<file path="src/rtl/icc_pkg.sv">
package icc_pkg;

    typedef enum logic [3:0] {
        S_FETCH_A,
        S_FETCH_M,
        S_DECODE,
        S_IND_A,
        S_IND_M,
        S_EXEC_A,
        S_EXEC_RD,
        S_EXEC_WR,
        S_CHECK,
        S_INT_SAVE,
        S_INT_A,
        S_INT_WR,
        S_INT_VEC,
        S_HALT
    } state_t;

    typedef enum logic [2:0] {
        OP_NOP,
        OP_LOAD,
        OP_STORE,
        OP_ADD,
        OP_JUMP,
        OP_EI,
        OP_DI,
        OP_HALT
    } op_t;

    localparam logic [1:0] CYC_FETCH = 2'd0;
    localparam logic [1:0] CYC_IND   = 2'd1;
    localparam logic [1:0] CYC_EXEC  = 2'd2;
    localparam logic [1:0] CYC_INT   = 2'd3;

    // micro-operations issued by the sequencer each cycle
    typedef struct packed {
        logic mar_pc;
        logic mar_ea;
        logic mar_sp;
        logic mbr_mem;
        logic mbr_pc;
        logic mbr_ac;
        logic ir_load;
        logic pc_inc;
        logic pc_ea;
        logic pc_vec;
        logic sp_dec;
        logic ac_load;
        logic ac_add;
        logic ien_set;
        logic ien_clr;
        logic rd;
        logic wr;
    } ctl_t;

endpackage

</file>
<file path="src/rtl/icc_decode.sv">
module icc_decode
    import icc_pkg::*;
#(
    parameter int DATA_W = 16,
    parameter int ADDR_W = 11
) (
    input  logic [DATA_W-1:0] ir,
    output op_t               op,
    output logic              ind
);
    localparam int OPC_W = DATA_W - ADDR_W - 1;

    logic [OPC_W-1:0] opf;

    assign opf = ir[DATA_W-1 -: OPC_W];
    assign ind = ir[ADDR_W];

    always_comb begin
        unique case (int'(opf))
            1:       op = OP_LOAD;
            2:       op = OP_STORE;
            3:       op = OP_ADD;
            4:       op = OP_JUMP;
            5:       op = OP_EI;
            6:       op = OP_DI;
            15:      op = OP_HALT;
            default: op = OP_NOP;
        endcase
    end

endmodule

</file>
<file path="src/rtl/icc_seq.sv">
module icc_seq
    import icc_pkg::*;
(
    input  logic   clk,
    input  logic   rst_n,
    input  op_t    op,
    input  logic   ind,
    input  logic   mem_ready,
    input  logic   irq,
    input  logic   ien,
    output state_t state,
    output ctl_t   ctl
);
    state_t state_n;

    always_ff @(posedge clk or negedge rst_n) begin
        if (!rst_n) state <= S_FETCH_A;
        else        state <= state_n;
    end

    always_comb begin
        state_n = state;
        unique case (state)
            S_FETCH_A:  state_n = S_FETCH_M;
            S_FETCH_M:  if (mem_ready) state_n = S_DECODE;
            S_DECODE:   state_n = ind ? S_IND_A : S_EXEC_A;
            S_IND_A:    state_n = S_IND_M;
            S_IND_M:    if (mem_ready) state_n = S_EXEC_A;
            S_EXEC_A: begin
                unique case (op)
                    OP_LOAD, OP_ADD: state_n = S_EXEC_RD;
                    OP_STORE:        state_n = S_EXEC_WR;
                    OP_HALT:         state_n = S_HALT;
                    default:         state_n = S_CHECK;
                endcase
            end
            S_EXEC_RD:  if (mem_ready) state_n = S_CHECK;
            S_EXEC_WR:  if (mem_ready) state_n = S_CHECK;
            S_CHECK:    state_n = (irq && ien) ? S_INT_SAVE : S_FETCH_A;
            S_INT_SAVE: state_n = S_INT_A;
            S_INT_A:    state_n = S_INT_WR;
            S_INT_WR:   if (mem_ready) state_n = S_INT_VEC;
            S_INT_VEC:  state_n = S_FETCH_A;
            S_HALT:     state_n = S_HALT;
            default:    state_n = S_FETCH_A;
        endcase
    end

    always_comb begin
        ctl = '0;
        unique case (state)
            S_FETCH_A: begin
                ctl.mar_pc = 1'b1;
                ctl.pc_inc = 1'b1;
            end
            S_FETCH_M: begin
                ctl.rd      = 1'b1;
                ctl.mbr_mem = mem_ready;
                ctl.ir_load = mem_ready;
            end
            S_IND_A: ctl.mar_ea = 1'b1;
            S_IND_M: begin
                ctl.rd      = 1'b1;
                ctl.mbr_mem = mem_ready;
            end
            S_EXEC_A: begin
                ctl.mar_ea  = 1'b1;
                ctl.mbr_ac  = (op == OP_STORE);
                ctl.pc_ea   = (op == OP_JUMP);
                ctl.ien_set = (op == OP_EI);
                ctl.ien_clr = (op == OP_DI);
            end
            S_EXEC_RD: begin
                ctl.rd      = 1'b1;
                ctl.mbr_mem = mem_ready;
                ctl.ac_load = mem_ready && (op == OP_LOAD);
                ctl.ac_add  = mem_ready && (op == OP_ADD);
            end
            S_EXEC_WR: ctl.wr = 1'b1;
            S_INT_SAVE: begin
                ctl.mbr_pc = 1'b1;
                ctl.sp_dec = 1'b1;
            end
            S_INT_A:  ctl.mar_sp = 1'b1;
            S_INT_WR: ctl.wr = 1'b1;
            S_INT_VEC: begin
                ctl.pc_vec  = 1'b1;
                ctl.ien_clr = 1'b1;
            end
            default: ctl = '0;
        endcase
    end

    // a pending read keeps its strobe until ready
    p_rd_hold_r6: assert property (@(posedge clk) disable iff (!rst_n)
        (ctl.rd && !mem_ready) |=> ctl.rd);
    // a pending write keeps its strobe until ready
    p_wr_hold_r6: assert property (@(posedge clk) disable iff (!rst_n)
        (ctl.wr && !mem_ready) |=> ctl.wr);
    // never both strobes
    p_one_strobe_r6: assert property (@(posedge clk) disable iff (!rst_n)
        !(ctl.rd && ctl.wr));

endmodule

</file>
<file path="src/rtl/icc_dpath.sv">
module icc_dpath
    import icc_pkg::*;
#(
    parameter int          DATA_W   = 16,
    parameter int          ADDR_W   = 11,
    parameter int unsigned SP_INIT  = 2047,
    parameter int unsigned VEC_ADDR = 64
) (
    input  logic              clk,
    input  logic              rst_n,
    input  ctl_t              ctl,
    input  logic [DATA_W-1:0] mem_rdata,
    output logic [ADDR_W-1:0] pc,
    output logic [ADDR_W-1:0] mar,
    output logic [DATA_W-1:0] mbr,
    output logic [DATA_W-1:0] ir,
    output logic [DATA_W-1:0] ac,
    output logic [ADDR_W-1:0] sp,
    output logic              ien
);
    localparam logic [ADDR_W-1:0] SP_RST = ADDR_W'(SP_INIT);
    localparam logic [ADDR_W-1:0] VEC    = ADDR_W'(VEC_ADDR);

    logic [ADDR_W-1:0] ea;
    assign ea = mbr[ADDR_W-1:0];

    always_ff @(posedge clk or negedge rst_n) begin
        if (!rst_n) begin
            pc  <= '0;
            mar <= '0;
            mbr <= '0;
            ir  <= '0;
            ac  <= '0;
            sp  <= SP_RST;
            ien <= 1'b0;
        end else begin
            if (ctl.mar_pc)      mar <= pc;
            else if (ctl.mar_ea) mar <= ea;
            else if (ctl.mar_sp) mar <= sp;

            if (ctl.mbr_mem)     mbr <= mem_rdata;
            else if (ctl.mbr_pc) mbr <= DATA_W'(pc);
            else if (ctl.mbr_ac) mbr <= ac;

            if (ctl.ir_load) ir <= mem_rdata;

            if (ctl.pc_inc)      pc <= pc + 1'b1;
            else if (ctl.pc_ea)  pc <= ea;
            else if (ctl.pc_vec) pc <= VEC;

            if (ctl.sp_dec) sp <= sp - 1'b1;

            if (ctl.ac_load)     ac <= mem_rdata;
            else if (ctl.ac_add) ac <= ac + mem_rdata;

            if (ctl.ien_set)      ien <= 1'b1;
            else if (ctl.ien_clr) ien <= 1'b0;
        end
    end

    // the stack pointer moves before the address register picks it up
    p_sp_pre_dec_r8: assert property (@(posedge clk) disable iff (!rst_n)
        ctl.mar_sp |-> (sp != SP_RST));

endmodule

</file>
<file path="src/rtl/icc_top.sv">
module icc_top
    import icc_pkg::*;
#(
    parameter int          DATA_W   = 16,
    parameter int          ADDR_W   = 11,
    parameter int unsigned SP_INIT  = 2047,
    parameter int unsigned VEC_ADDR = 64
) (
    input  logic              clk,
    input  logic              rst_n,
    input  logic              irq,
    input  logic              mem_ready,
    input  logic [DATA_W-1:0] mem_rdata,
    output logic [ADDR_W-1:0] mem_addr,
    output logic [DATA_W-1:0] mem_wdata,
    output logic              mem_rd,
    output logic              mem_wr,
    output logic [ADDR_W-1:0] pc_out,
    output logic [DATA_W-1:0] ac_out,
    output logic [ADDR_W-1:0] sp_out,
    output logic              ien_out,
    output logic [1:0]        cycle_out,
    output logic              halted
);
    state_t            state;
    ctl_t              ctl;
    op_t               op;
    logic              ind;
    logic [DATA_W-1:0] ir;
    logic [DATA_W-1:0] mbr;
    logic [ADDR_W-1:0] mar;

    icc_decode #(.DATA_W(DATA_W), .ADDR_W(ADDR_W)) u_decode (
        .ir  (ir),
        .op  (op),
        .ind (ind)
    );

    icc_seq u_seq (
        .clk       (clk),
        .rst_n     (rst_n),
        .op        (op),
        .ind       (ind),
        .mem_ready (mem_ready),
        .irq       (irq),
        .ien       (ien_out),
        .state     (state),
        .ctl       (ctl)
    );

    icc_dpath #(
        .DATA_W   (DATA_W),
        .ADDR_W   (ADDR_W),
        .SP_INIT  (SP_INIT),
        .VEC_ADDR (VEC_ADDR)
    ) u_dpath (
        .clk       (clk),
        .rst_n     (rst_n),
        .ctl       (ctl),
        .mem_rdata (mem_rdata),
        .pc        (pc_out),
        .mar       (mar),
        .mbr       (mbr),
        .ir        (ir),
        .ac        (ac_out),
        .sp        (sp_out),
        .ien       (ien_out)
    );

    assign mem_addr  = mar;
    assign mem_wdata = mbr;
    assign mem_rd    = ctl.rd;
    assign mem_wr    = ctl.wr;
    assign halted    = (state == S_HALT);

    always_comb begin
        unique case (state)
            S_FETCH_A, S_FETCH_M, S_DECODE:        cycle_out = CYC_FETCH;
            S_IND_A, S_IND_M:                      cycle_out = CYC_IND;
            S_INT_SAVE, S_INT_A, S_INT_WR, S_INT_VEC: cycle_out = CYC_INT;
            default:                               cycle_out = CYC_EXEC;
        endcase
    end

    // the PC advances by one when a fetch is set up
    p_pc_inc_r2: assert property (@(posedge clk) disable iff (!rst_n)
        (state == S_FETCH_A) |=> (pc_out == $past(pc_out) + 1'b1));
    // the address holds while a strobe waits
    p_addr_stable_r6: assert property (@(posedge clk) disable iff (!rst_n)
        ((mem_rd || mem_wr) && !mem_ready) |=> $stable(mem_addr));
    // the indirect read goes to the instruction's address field
    p_ind_addr_r4: assert property (@(posedge clk) disable iff (!rst_n)
        (cycle_out == CYC_IND && mem_rd) |-> (mem_addr == ir[ADDR_W-1:0]));
    // a direct operand access uses the address field
    p_ea_direct_r3: assert property (@(posedge clk) disable iff (!rst_n)
        (cycle_out == CYC_EXEC && (mem_rd || mem_wr) && !ir[ADDR_W])
        |-> (mem_addr == ir[ADDR_W-1:0]));
    // an interrupt subcycle starts only on an enabled request
    p_int_entry_r7: assert property (@(posedge clk) disable iff (!rst_n)
        $rose(cycle_out == CYC_INT) |-> ($past(irq) && $past(ien_out)));
    // the saved word is the PC, written at the stack pointer
    p_save_r8: assert property (@(posedge clk) disable iff (!rst_n)
        (cycle_out == CYC_INT && mem_wr)
        |-> (mem_wdata == DATA_W'(pc_out) && mem_addr == sp_out));
    // vectoring loads the handler address and masks interrupts
    p_vec_r8: assert property (@(posedge clk) disable iff (!rst_n)
        (state == S_INT_VEC) |=> (pc_out == ADDR_W'(VEC_ADDR) && !ien_out));
    // a halted machine stays halted and quiet
    p_halt_quiet_r9: assert property (@(posedge clk) disable iff (!rst_n)
        halted |=> (halted && !mem_rd && !mem_wr));

endmodule

</file>
<file path="config.mk">
export PLATFORM = sky130hd
export DESIGN_NAME = icc_top
export DESIGN_NICKNAME = d
export VERILOG_FILES = /design/src/rtl/icc_pkg.sv /design/src/rtl/icc_decode.sv /design/src/rtl/icc_seq.sv /design/src/rtl/icc_dpath.sv /design/src/rtl/icc_top.sv
export SDC_FILE = /design/constraint.sdc
export NUM_CORES = 1
export LEC_CHECK = 0
export BUFFER_PORTS_ARGS = -buffer_cell sky130_fd_sc_hd__buf_2
export CAP_MARGIN = 20
export CORE_MARGIN = 4
export CORE_UTILIZATION = 57
export CTS_CLUSTER_SIZE = 24
export DETAILED_ROUTE_END_ITERATION = 8
export GPL_TIMING_DRIVEN = 0
export HOLD_SLACK_MARGIN = 0.15
export PLACE_DENSITY = 0.81
export SYNTH_ARGS = -nofsm -noshare
export SYNTH_HDL_FRONTEND = slang
export SYNTH_SLANG_ARGS = --single-unit
</file>
<file path="constraint.sdc">
create_clock -name clk -period 2.88 [get_ports clk]
set_clock_uncertainty 0.2 [all_clocks]
set_input_delay 0.144 -clock clk [delete_from_list [all_inputs] [get_ports clk]]
set_output_delay 0.144 -clock clk [all_outputs]
set_load 0.02 [all_outputs]
</file>
==> flow_metrics.env, run 1 <==
export IMPL_drive_gt1_share_pct=24.2
export IMPL_final_net_count=733
export IMPL_top_layer="met4"
export IMPL_max_slew_margin_pct=60.2
export IMPL_fin_tns_setup_ps=0
export IMPL_die_h_um=101
export IMPL_rows=33
export IMPL_yosysSeqAreaShare_pct=38.1
export IMPL_cts_root_buf="clkbuf_8"
export IMPL_whs_ps=196
export IMPL_synth_distinct_cells=68
export IMPL_worstSetupPathType="flop to flop"
export IMPL_cts_tree="yes"
export IMPL_grt_usage_pct=28.0
export IMPL_drc_errors=0
export IMPL_diodes=0
export IMPL_cts_buffers_inserted=9
export IMPL_ant_nets=0
export IMPL_p_int_mw=3.30
export IMPL_drv_slew=0
export IMPL_io_buffers=89
export IMPL_fmax_mhz=362
export IMPL_first_iter_violations=209
export IMPL_fillCellCount=669
export IMPL_r2r_cells=10
export IMPL_htreeDepth=3
export IMPL_setup_viol=0
export IMPL_critPathCaptureType="flop"
export IMPL_design_area_um2=5960
export IMPL_tightestPinTransition_ps=597
export IMPL_wl_met2_um=6900
export IMPL_post_dp_hpwl_um=10500
export IMPL_met1_length_um=5950
export IMPL_netlist_area_um2=4960
export IMPL_grt_ovfl_total=0
export IMPL_swShare_pct=48.8
export IMPL_dr_wl_met3_um=950
export IMPL_fin_crit_ps=2770
export IMPL_crit_fanout=4
export IMPL_layout_commonest_cell="buf_2"
export IMPL_avgSynthCellArea_um2=8.68
export IMPL_final_cell_mix="98 x buf_2, 70 x nand2_1, 64 x dfrtp_1, 49 x o21ai_0, 44 x nor2_1"
export IMPL_fin_util_pct=71.5
export IMPL_start_util_pct=59.5
export IMPL_fin_crit_sh_pct=96.0
export IMPL_chipWidth_um=101
export IMPL_worstSkewPairLatency_ps=350
export IMPL_clock_sinks=75
export IMPL_clk_path_buf_depth=2
export IMPL_power_leakage_nw=2.90
export IMPL_gp_congestion=0.896
export IMPL_ys_ff_latch=75
export IMPL_synth_top_area_share_pct=32.3
export IMPL_routed_via_density=6.07
export IMPL_hold_class="input pin to asynchronous set/reset pin"
export IMPL_yosys_warnings=0
export IMPL_cp_data_arrival_time_ps=2810
export IMPL_io_pins=91
export IMPL_combPwrFrac_pct=57.9
export IMPL_power_frac_clock_pct=11.6
export IMPL_status="completed"
export IMPL_worst_ep_required_time_ps=2920
export IMPL_hold_viol=0
export IMPL_synth_largest_area_cell="dfrtp_1"
export IMPL_synthArstFlopShare_pct=100
export IMPL_ys_flop_type="dfrtp_1"
export IMPL_die_area_um2=10300
export IMPL_area_growth_pct=20.2
export IMPL_drt_wl_total_um=14100
export IMPL_syn_nets=611
export IMPL_drt_pass1_iterations=5
export IMPL_syn_inst=572
export IMPL_seqPwrFrac_pct=30.5
export IMPL_p_per_area_nw_per_um2=1080
export IMPL_clkTransAtPathRegs_ps=80
export IMPL_synthTopCellsByArea="dfrtp_1 32%, dfstp_2 5.8%, nand2_1 5.3%"
export IMPL_route_detailed_wl_per_inst_um=17.5
export IMPL_antenna_found_initial=0
export IMPL_grt_pass1_vias=4675
export IMPL_core_um2=8340
export IMPL_grt_start_max_net_pins=39
export IMPL_power_mw=6.44
export IMPL_drv_cap=0
export IMPL_placed_cell_area_um2=5560
export IMPL_critPathLaunchType="flop"
export IMPL_vias=4879
export IMPL_max_vdd_ir_drop_uv=466
export IMPL_p_sw_mw=3.14
export IMPL_grt_pass1_wl_um=22900
export IMPL_synth_edf_count=0
-- path summary, 6_finish.rpt --
path / slack (ps) / to / startpoint
min: 200 / u_dpath.sp[3] / rst_n
max: 110 / u_dpath.ac[12] / u_dpath.ac[0]
min reg2reg: 300 / u_dpath.sp[10] / u_dpath.sp[10]
max reg2reg: 110 / u_dpath.ac[12] / u_dpath.ac[0]
min in group clk: 300 / u_dpath.sp[10] / u_dpath.sp[10]
max in group asynchronous: 2050 / u_dpath.ac[9] / rst_n
-- logic make-up (layout without fill, tap and decap cells) --
logic type / count (synthesis) / in the layout / share of synthesized area (%)
AO/OA/AOI/OAI: 170 / 170 / 22.3
XOR/XNOR: 13 / 13 / 2.45
adder cells (fa/ha/maj): 19 / 19 / 4.94
AND/OR/NAND/NOR: 211 / 211 / 21.3
buffers and inverters: 57 / 184 / 5.02
multiplexers: 27 / 27 / 5.85
flip-flops: 75 / 75 / 38.1
-- power groups by stage --
stage / Combinational, mW / Clock [mW] / Sequential (mW)
6_report: 3.73 / 0.747 / 1.96
2_1_floorplan: 2.25 / 0 / 2.28
4_1_cts: 3.70 / 0.752 / 1.95
3_5_place_dp: 3.65 / 0 / 1.97
3_3_place_gp: 3.55 / 0 / 1.94
5_1_grt: 4.08 / 0.799 / 2.01
-- critical path, cell delays in order, from the launching register on --
cell	delay, ps
dfrtp_1	430
ha_1	200
inv_1	60
fa_1	380
and2b_1	250
o211ai_1	140
a21oi_2	230
o2111ai_2	170
a32oi_1	290
mux2i_1	220
nand2_1	70
-- cells in the mapped netlist, types with 8 or more instances --
| master | number |
|---|---|
| mux2_2 | 16 |
| nand2_1 | 70 |
| nor3_1 | 12 |
| clkbuf_1 | 18 |
| and3_1 | 17 |
| a31oi_1 | 8 |
| buf_2 | 10 |
| nand3_1 | 20 |
| o21ai_0 | 49 |
| xnor2_1 | 8 |
| ha_1 | 18 |
| nor2_1 | 44 |
| a21oi_1 | 42 |
| dfstp_2 | 11 |
| inv_1 | 24 |
| o211ai_1 | 14 |
| o21a_1 | 9 |
| dfrtp_1 | 64 |
| mux2i_1 | 11 |
| nand2b_1 | 9 |
-- what timing repair did --
action	CTS	global route
endpoints found under the hold margin	114	0
buffers inserted	0	1
gates resized for setup	0	2
setup endpoints to repair	0	2
hold buffers	20	0
-- registers in the layout, summed over array words and instances, names as in the netlist --
| signal | cells |
|---|---|
| u_dpath.ac | 16 |
| u_dpath.sp | 11 |
| u_dpath.ir | 5 |
| u_dpath.mar | 11 |
| u_dpath.mbr | 16 |
| u_dpath.pc | 11 |
| u_seq.state | 4 |
| u_dpath.ien | 1 |
-- routing by layer --
| metal | vias to the layer above | track usage, % |
|---|---|---|
| met2 | 212 | 46.4 |
| met5 | - | 0 |
| li1 | 2310 | - |
| met3 | 29 | 3.72 |
| met4 | 0 | 9.51 |
| met1 | 2328 | 37.8 |
-- metrics by stage --
stage          worst slack [ps]  std cells
4_1_cts                    75.3        803
3_5_place_dp                133        767
6_report                    114        804
5_1_grt                   -8.23        804
3_3_place_gp                202        766
2_1_floorplan               272        572
-- area by class of cell --
class,count,area (µm²),share of cell area (%)
Clock inverter,5,37.5,0.629
Buffer,33,159,2.66
Inverter,24,90.1,1.51
Timing Repair Buffer,111,686,11.5
Clock buffer,11,141,2.37
Sequential cell,75,1890,31.7
Tap cell,105,131,2.20
Multi-Input combinational cell,440,2830,47.4
(Power assumes the default switching activity.)
==> inputs of run 2 (changes only) <==
CORE_MARGIN = not set   (was 4)
==> run 2 against run 1 <==
  * Clock power rose by 10%
  * Global-route usage grew 4.2 points
  * Clock-buffer cell count unchanged
  * Setup slack got worse by 47 ps
  * Via count grew 1.4%
  * Register-to-register slack worse by 50 ps
  * Core utilization grew 0.060 points
  * Total power up 1.4%
  * Critical path depth is 2 higher
  * Die area fell by 11%
  * Largest cell class unchanged
  * Highest routed layer unchanged
==> flow_metrics.env, run 2 (synthesis results as in run 1) <==
export IMPL_fin_tns_setup_ps=0
export IMPL_p_int_mw=3.36
export IMPL_io_buffers=89
export IMPL_drt_pass1_iterations=5
export IMPL_combPwrFrac_pct=57.2
export IMPL_grt_ovfl_total=0
export IMPL_hold_viol=0
export IMPL_final_net_count=732
export IMPL_tightestPinTransition_ps=673
export IMPL_grt_start_max_net_pins=66
export IMPL_seqPwrFrac_pct=30.2
export IMPL_route_detailed_wl_per_inst_um=17.6
export IMPL_fmax_mhz=355
export IMPL_max_vdd_ir_drop_uv=419
export IMPL_p_sw_mw=3.17
export IMPL_fin_crit_sh_pct=97.7
export IMPL_cts_buffers_inserted=9
export IMPL_rsz0062_at_grt="yes"
export IMPL_fin_crit_ps=2810
export IMPL_routed_via_density=6.16
export IMPL_worstSetupPathType="input pin to flop"
export IMPL_clk_path_buf_depth=2
export IMPL_drive_gt1_share_pct=23.8
export IMPL_ant_nets=0
export IMPL_drv_slew=0
export IMPL_place_inst=767
export IMPL_crit_fanout=4
export IMPL_io_pins=91
export IMPL_layout_commonest_cell="buf_2"
export IMPL_drc_errors=0
export IMPL_grt_pass1_vias=4579
export IMPL_chipWidth_um=95.3
export IMPL_start_util_pct=59.5
export IMPL_diodes=0
export IMPL_drv_cap=0
export IMPL_post_dp_hpwl_um=10500
export IMPL_cts_root_buf="clkbuf_8"
export IMPL_clock_sinks=75
export IMPL_hold_class="input pin to asynchronous set/reset pin"
export IMPL_clkTransAtPathRegs_ps=80
export IMPL_critPathCaptureType="flop"
export IMPL_die_h_um=95.3
export IMPL_gp_congestion=0.879
export IMPL_placed_cell_area_um2=5570
export IMPL_swShare_pct=48.6
export IMPL_antenna_found_initial=0
export IMPL_htreeDepth=3
export IMPL_final_cell_mix="98 x buf_2, 70 x nand2_1, 64 x dfrtp_1, 49 x o21ai_0, 44 x nor2_1"
export IMPL_cts_tree="yes"
export IMPL_design_area_um2=5970
export IMPL_rows=33
export IMPL_core_um2=8340
export IMPL_status="completed"
export IMPL_power_leakage_nw=2.90
export IMPL_max_slew_margin_pct=55.1
export IMPL_worstSkewPairLatency_ps=360
export IMPL_critPathLaunchType="input pin"
export IMPL_die_area_um2=9080
export IMPL_setup_viol=0
export IMPL_first_iter_violations=353
export IMPL_reg_top3="u_dpath.ac: 16 flops, u_dpath.mbr: 16 flops"
export IMPL_fin_cells=803
export IMPL_power_frac_clock_pct=12.6
export IMPL_area_growth_pct=20.3
export IMPL_grt_pass1_wl_um=22400
export IMPL_grt_usage_pct=32.2
export IMPL_vias=4949
export IMPL_worst_ep_required_time_ps=2930
export IMPL_cp_data_arrival_time_ps=2860
export IMPL_p_per_area_nw_per_um2=1090
export IMPL_drt_wl_total_um=14200
[run 2: cell count changes in the layout (fill, tap and decap cells not counted), sizes merged]
cell         before  now
clkinv            2    1
buf             107  105
dlygate4sd3      19   20
bufinv            0    1
[run 2: worst max-delay path, cell delays in order]
cell and delay (ps):
dlygate4sd3_1 520, buf_2 140, ha_1 180, inv_1 60, fa_1 360, and2b_1 240, o211ai_1 140, a21oi_2 230
o2111ai_2 160, a32oi_1 330, mux2i_1 280, nand2_1 70
[run 2: layout make-up]
class	count	area, µm²
repair buffers	110	676
clock inverters	5	62.6
inverters	24	90.1
fillers	653	2370
plain buffers	33	159
well taps	105	131
multi-input cells	440	2830
flip-flops and latches	75	1890
clock buffers	11	131
[run 2: per-stage QoR]
| stage | hold slack (ps) | total power [mW] | setup slack (ps) | util (%) |
|---|---|---|---|---|
| floorplan | -352 | 4.53 | 272 | - |
| global placement | 244 | 5.48 | 199 | 66.4 |
| detailed placement | -197 | 5.63 | 114 | 66.8 |
| CTS | 154 | 6.48 | 85.6 | 71.5 |
| global route | 183 | 6.99 | -28.2 | 71.6 |
| finish | 124 | 6.53 | 66.9 | 71.6 |
[run 2: metal layers]
metal	GRT usage [%]	wire length [µm]	vias to the layer above
li1	-	-	2305
met3	5.50	1010	39
met5	0	0	-
met1	42.8	5960	2363
met4	12.5	329	0
met2	52.3	6860	242
[run 2: repair_timing]
| item | in CTS | in global routing |
|---|---|---|
| hold buffers | 20 | 0 |
| endpoints found under the setup margin | 0 | 3 |
| gates resized for setup | 0 | 2 |
| setup buffers | 0 | 0 |
| hold endpoints to repair | 114 | 0 |
[run 2: power by group through the flow]
stage / combinational, mW / clock, mW / sequential (mW)
final: 3.74 / 0.822 / 1.97
after global routing: 4.09 / 0.875 / 2.03
after CTS: 3.70 / 0.825 / 1.95
after detailed placement: 3.66 / 0 / 1.97
after global placement: 3.53 / 0 / 1.94
after floorplan: 2.25 / 0 / 2.28
[run 2: worst paths after layout]
| path | start | to | slack [ps] | cells past startpoint |
|---|---|---|---|---|
| setup / recovery | mem_rdata[0] | u_dpath.ac[12] | 70 | 12 |
| hold / removal | rst_n | u_dpath.mar[9] | 120 | 3 |
| setup reg to reg | u_dpath.ac[0] | u_dpath.ac[12] | 70 | 10 |
| hold reg to reg | u_dpath.sp[10] | u_dpath.sp[10] | 300 | 1 |
| max in group asynchronous | rst_n | u_dpath.mbr[14] | 1470 | 3 |
| min in group clk | u_dpath.sp[10] | u_dpath.sp[10] | 300 | 1 |
==> inputs of run 3 (changes only) <==
ABC_AREA = 1   (was not set)
SETUP_SLACK_MARGIN = 0.5   (was not set)
==> run 3 against run 2 <==
  * Clock power increased by 24%
  * Core utilization increased by 1.5 points
  * Register-to-register slack improved by 580 ps
  * Combinational power decreased by 8.3%
  * Via count increased by 4.3%
  * Largest cell class unchanged
==> flow_metrics.env, run 3 <==
export IMPL_synth_top_area_share_pct=32.4
export IMPL_fin_tns_setup_ps=0
export IMPL_max_slew_margin_pct=64.0
export IMPL_combPwrFrac_pct=54.3
export IMPL_ys_ff_latch=75
export IMPL_route_detailed_wl_per_inst_um=15.9
export IMPL_synthArstFlopShare_pct=100
export IMPL_power_frac_clock_pct=16.2
export IMPL_critPathCaptureType="flop"
export IMPL_reg_top3="u_dpath.ac: 16 flops, u_dpath.mbr: 16 flops"
export IMPL_post_dp_hpwl_um=11200
export IMPL_setup_viol=0
export IMPL_worstSetupPathType="flop to flop"
export IMPL_start_util_pct=59.5
export IMPL_max_vdd_ir_drop_uv=419
export IMPL_post_place_ws_ps=592
export IMPL_yosys_warnings=0
export IMPL_fillCellCount=687
export IMPL_fin_util_pct=73.1
export IMPL_clkTransAtPathRegs_ps=90
export IMPL_first_iter_violations=279
export IMPL_drv_slew=0
export IMPL_synth_commonest_cells="186 x nand2_1, 72 x inv_1, 71 x nor2_1"
export IMPL_tightestPinTransition_ps=540
export IMPL_clock_sinks=75
export IMPL_diodes=0
export IMPL_cpLargestDelayFamily="buffers and inverters"
export IMPL_vias=5164
export IMPL_cts_buffers_inserted=9
export IMPL_drc_errors=0
export IMPL_grt_pass1_wl_um=23200
export IMPL_fin_crit_ps=2240
export IMPL_startpoint="u_seq.state[2]"
export IMPL_critPathLaunchType="flop"
export IMPL_drt_wl_total_um=14700
export IMPL_io_buffers=90
export IMPL_status="completed"
export IMPL_htreeDepth=3
export IMPL_avgSynthCellArea_um2=7.19
export IMPL_seqPwrFrac_pct=29.5
export IMPL_cp_data_arrival_time_ps=2280
export IMPL_synthTopCellsByArea="dfrtp_1 32%, nand2_1 14%, dfstp_2 5.9%"
export IMPL_worst_ep_required_time_ps=2920
export IMPL_p_per_area_nw_per_um2=1040
export IMPL_io_pins=91
export IMPL_syn_inst=687
export IMPL_worstPathCellList="inv_2, nand2_2, nor2_4, inv_2, clkbuf_2, o21ai_0, nand2_1, o211ai_1, o21ai_1"
export IMPL_cts_root_buf="clkbuf_8"
export IMPL_grt_usage_pct=33.4
export IMPL_final_net_count=851
export IMPL_chipWidth_um=95.1
export IMPL_synth_distinct_cells=43
export IMPL_power_leakage_nw=3.05
export IMPL_cts_tree="yes"
export IMPL_drt_pass1_iterations=5
export IMPL_ys_flop_type="dfrtp_1"
export IMPL_grt_ovfl_total=0
export IMPL_rows=33
export IMPL_clk_path_buf_depth=2
export IMPL_ant_nets=0
export IMPL_routed_via_density=5.60
export IMPL_swShare_pct=49.1
export IMPL_synth_largest_area_cell="dfrtp_1"
export IMPL_layout_setup_ws_ps=643
export IMPL_fin_crit_sh_pct=77.7
export IMPL_grt_pass1_vias=4805
export IMPL_final_cell_mix="183 x nand2_1, 94 x buf_2, 72 x inv_1, 71 x nor2_1, 62 x dfrtp_1"
export IMPL_hp_start="u_dpath.mar[8]"
export IMPL_die_h_um=95.1
export IMPL_netlist_area_um2=4940
export IMPL_rsz0062_at_grt="yes"
export IMPL_drv_cap=0
export IMPL_die_area_um2=9040
export IMPL_fmax_mhz=447
export IMPL_synth_edf_count=0
export IMPL_cpMostUsedCell="inv_2"
export IMPL_power_mw=6.31
export IMPL_p_int_mw=3.21
export IMPL_area_growth_pct=22.9
export IMPL_hold_class="flop to flop"
export IMPL_drive_gt1_share_pct=20.4
export IMPL_critPathBufInv=3
export IMPL_hold_viol=0
export IMPL_antenna_found_initial=0
export IMPL_layout_commonest_cell="nand2_1"
export IMPL_worstSkewPairLatency_ps=350
export IMPL_yosysSeqAreaShare_pct=38.3
export IMPL_syn_nets=726
export IMPL_critPathSlowestCell="dfrtp_2"
export IMPL_cp_slowest_stage_delay_ps=470
export IMPL_synth_most_common_cell="nand2_1"
export IMPL_core_um2=8300
export IMPL_reg2reg_from="u_seq.state[2]"
export IMPL_gp_congestion=0.922
export IMPL_crit_fanout=10
export IMPL_p_sw_mw=3.10
export IMPL_grt_start_max_net_pins=52
## run 3: cell types whose count changed after synthesis, sizes merged, moves of 16 or more
cell,change
and3,-17
mux2,-16
nor2,+33
inv,+57
nand2,+118
nand3,+26
## run 3: layout make-up
| cell class | count | area (µm²) | share of cell area (%) |
|---|---|---|---|
| multi-input cells | 510 | 2650 | 43.7 |
| flip-flops and latches | 75 | 1890 | 31.2 |
| clock buffers | 9 | 124 | 2.04 |
| repair buffers | 114 | 718 | 11.8 |
| inverters | 82 | 312 | 5.13 |
| plain buffers | 20 | 115 | 1.90 |
| clock inverters | 7 | 124 | 2.04 |
| well taps | 105 | 131 | 2.16 |
## run 3: worst min-delay path, cell delays in order, from the launching register on
cell and delay [ps]:
dfrtp_1 340, nand2_1 50, o21ai_0 60
## run 3: per-stage QoR
stage / instances / cell area (µm²) / hold slack, ps
floorplan: 687 / 4940 / -352
global placement: 882 / 5520 / 196
detailed placement: 883 / 5550 / -119
CTS: 921 / 6030 / 296
global route: 922 / 6070 / 304
finish: 922 / 6070 / 293
## run 3: power groups by stage
stage          Clock [mW]  Sequential, mW  Combinational, mW
6_report             1.02            1.86               3.43
5_1_grt              1.07            1.89               3.82
4_1_cts              1.02            1.84               3.37
3_5_place_dp            0            1.86               3.31
3_3_place_gp            0            1.83               3.21
2_1_floorplan           0            2.14               1.99
## run 3: path summary, 6_finish.rpt
path / endpoint / slack, ps / cells past startpoint
max reg2reg: u_dpath.mbr[2] / 640 / 9
max in group asynchronous: u_dpath.sp[9] / 1520 / 4
min in group asynchronous: u_dpath.mbr[11] / 640 / 4
min reg2reg: u_dpath.mar[8] / 290 / 2
min: u_dpath.mar[8] / 290 / 2
max: u_dpath.mbr[2] / 640 / 9
## run 3: kinds of logic (layout without fill, tap and decap cells)
logic type / count (synthesis) / in the layout / share of synthesized area [%]
compound gates: 144 / 144 / 16.7
xor+xnor: 19 / 19 / 3.37
fa+ha+maj: 19 / 19 / 4.97
buf+inv: 102 / 232 / 8.49
flops: 75 / 75 / 38.3
simple gates: 328 / 328 / 28.2
## run 3: what timing repair did
item,in CTS,in global routing
hold buffers,22,0
gates resized for setup,0,16
setup endpoints to repair,0,11
setup buffers,0,1
hold endpoints to repair,116,0
## run 3: routing by layer
| layer | share of wire (%) | wire, µm | GRT usage, % |
|---|---|---|---|
| met1 | 41 | 6080 | 43.6 |
| met2 | 49 | 7180 | 57.4 |
| met3 | 7.1 | 1040 | 3.03 |
| met4 | 2.3 | 344 | 12.6 |
| met5 | 0 | 0 | 0 |
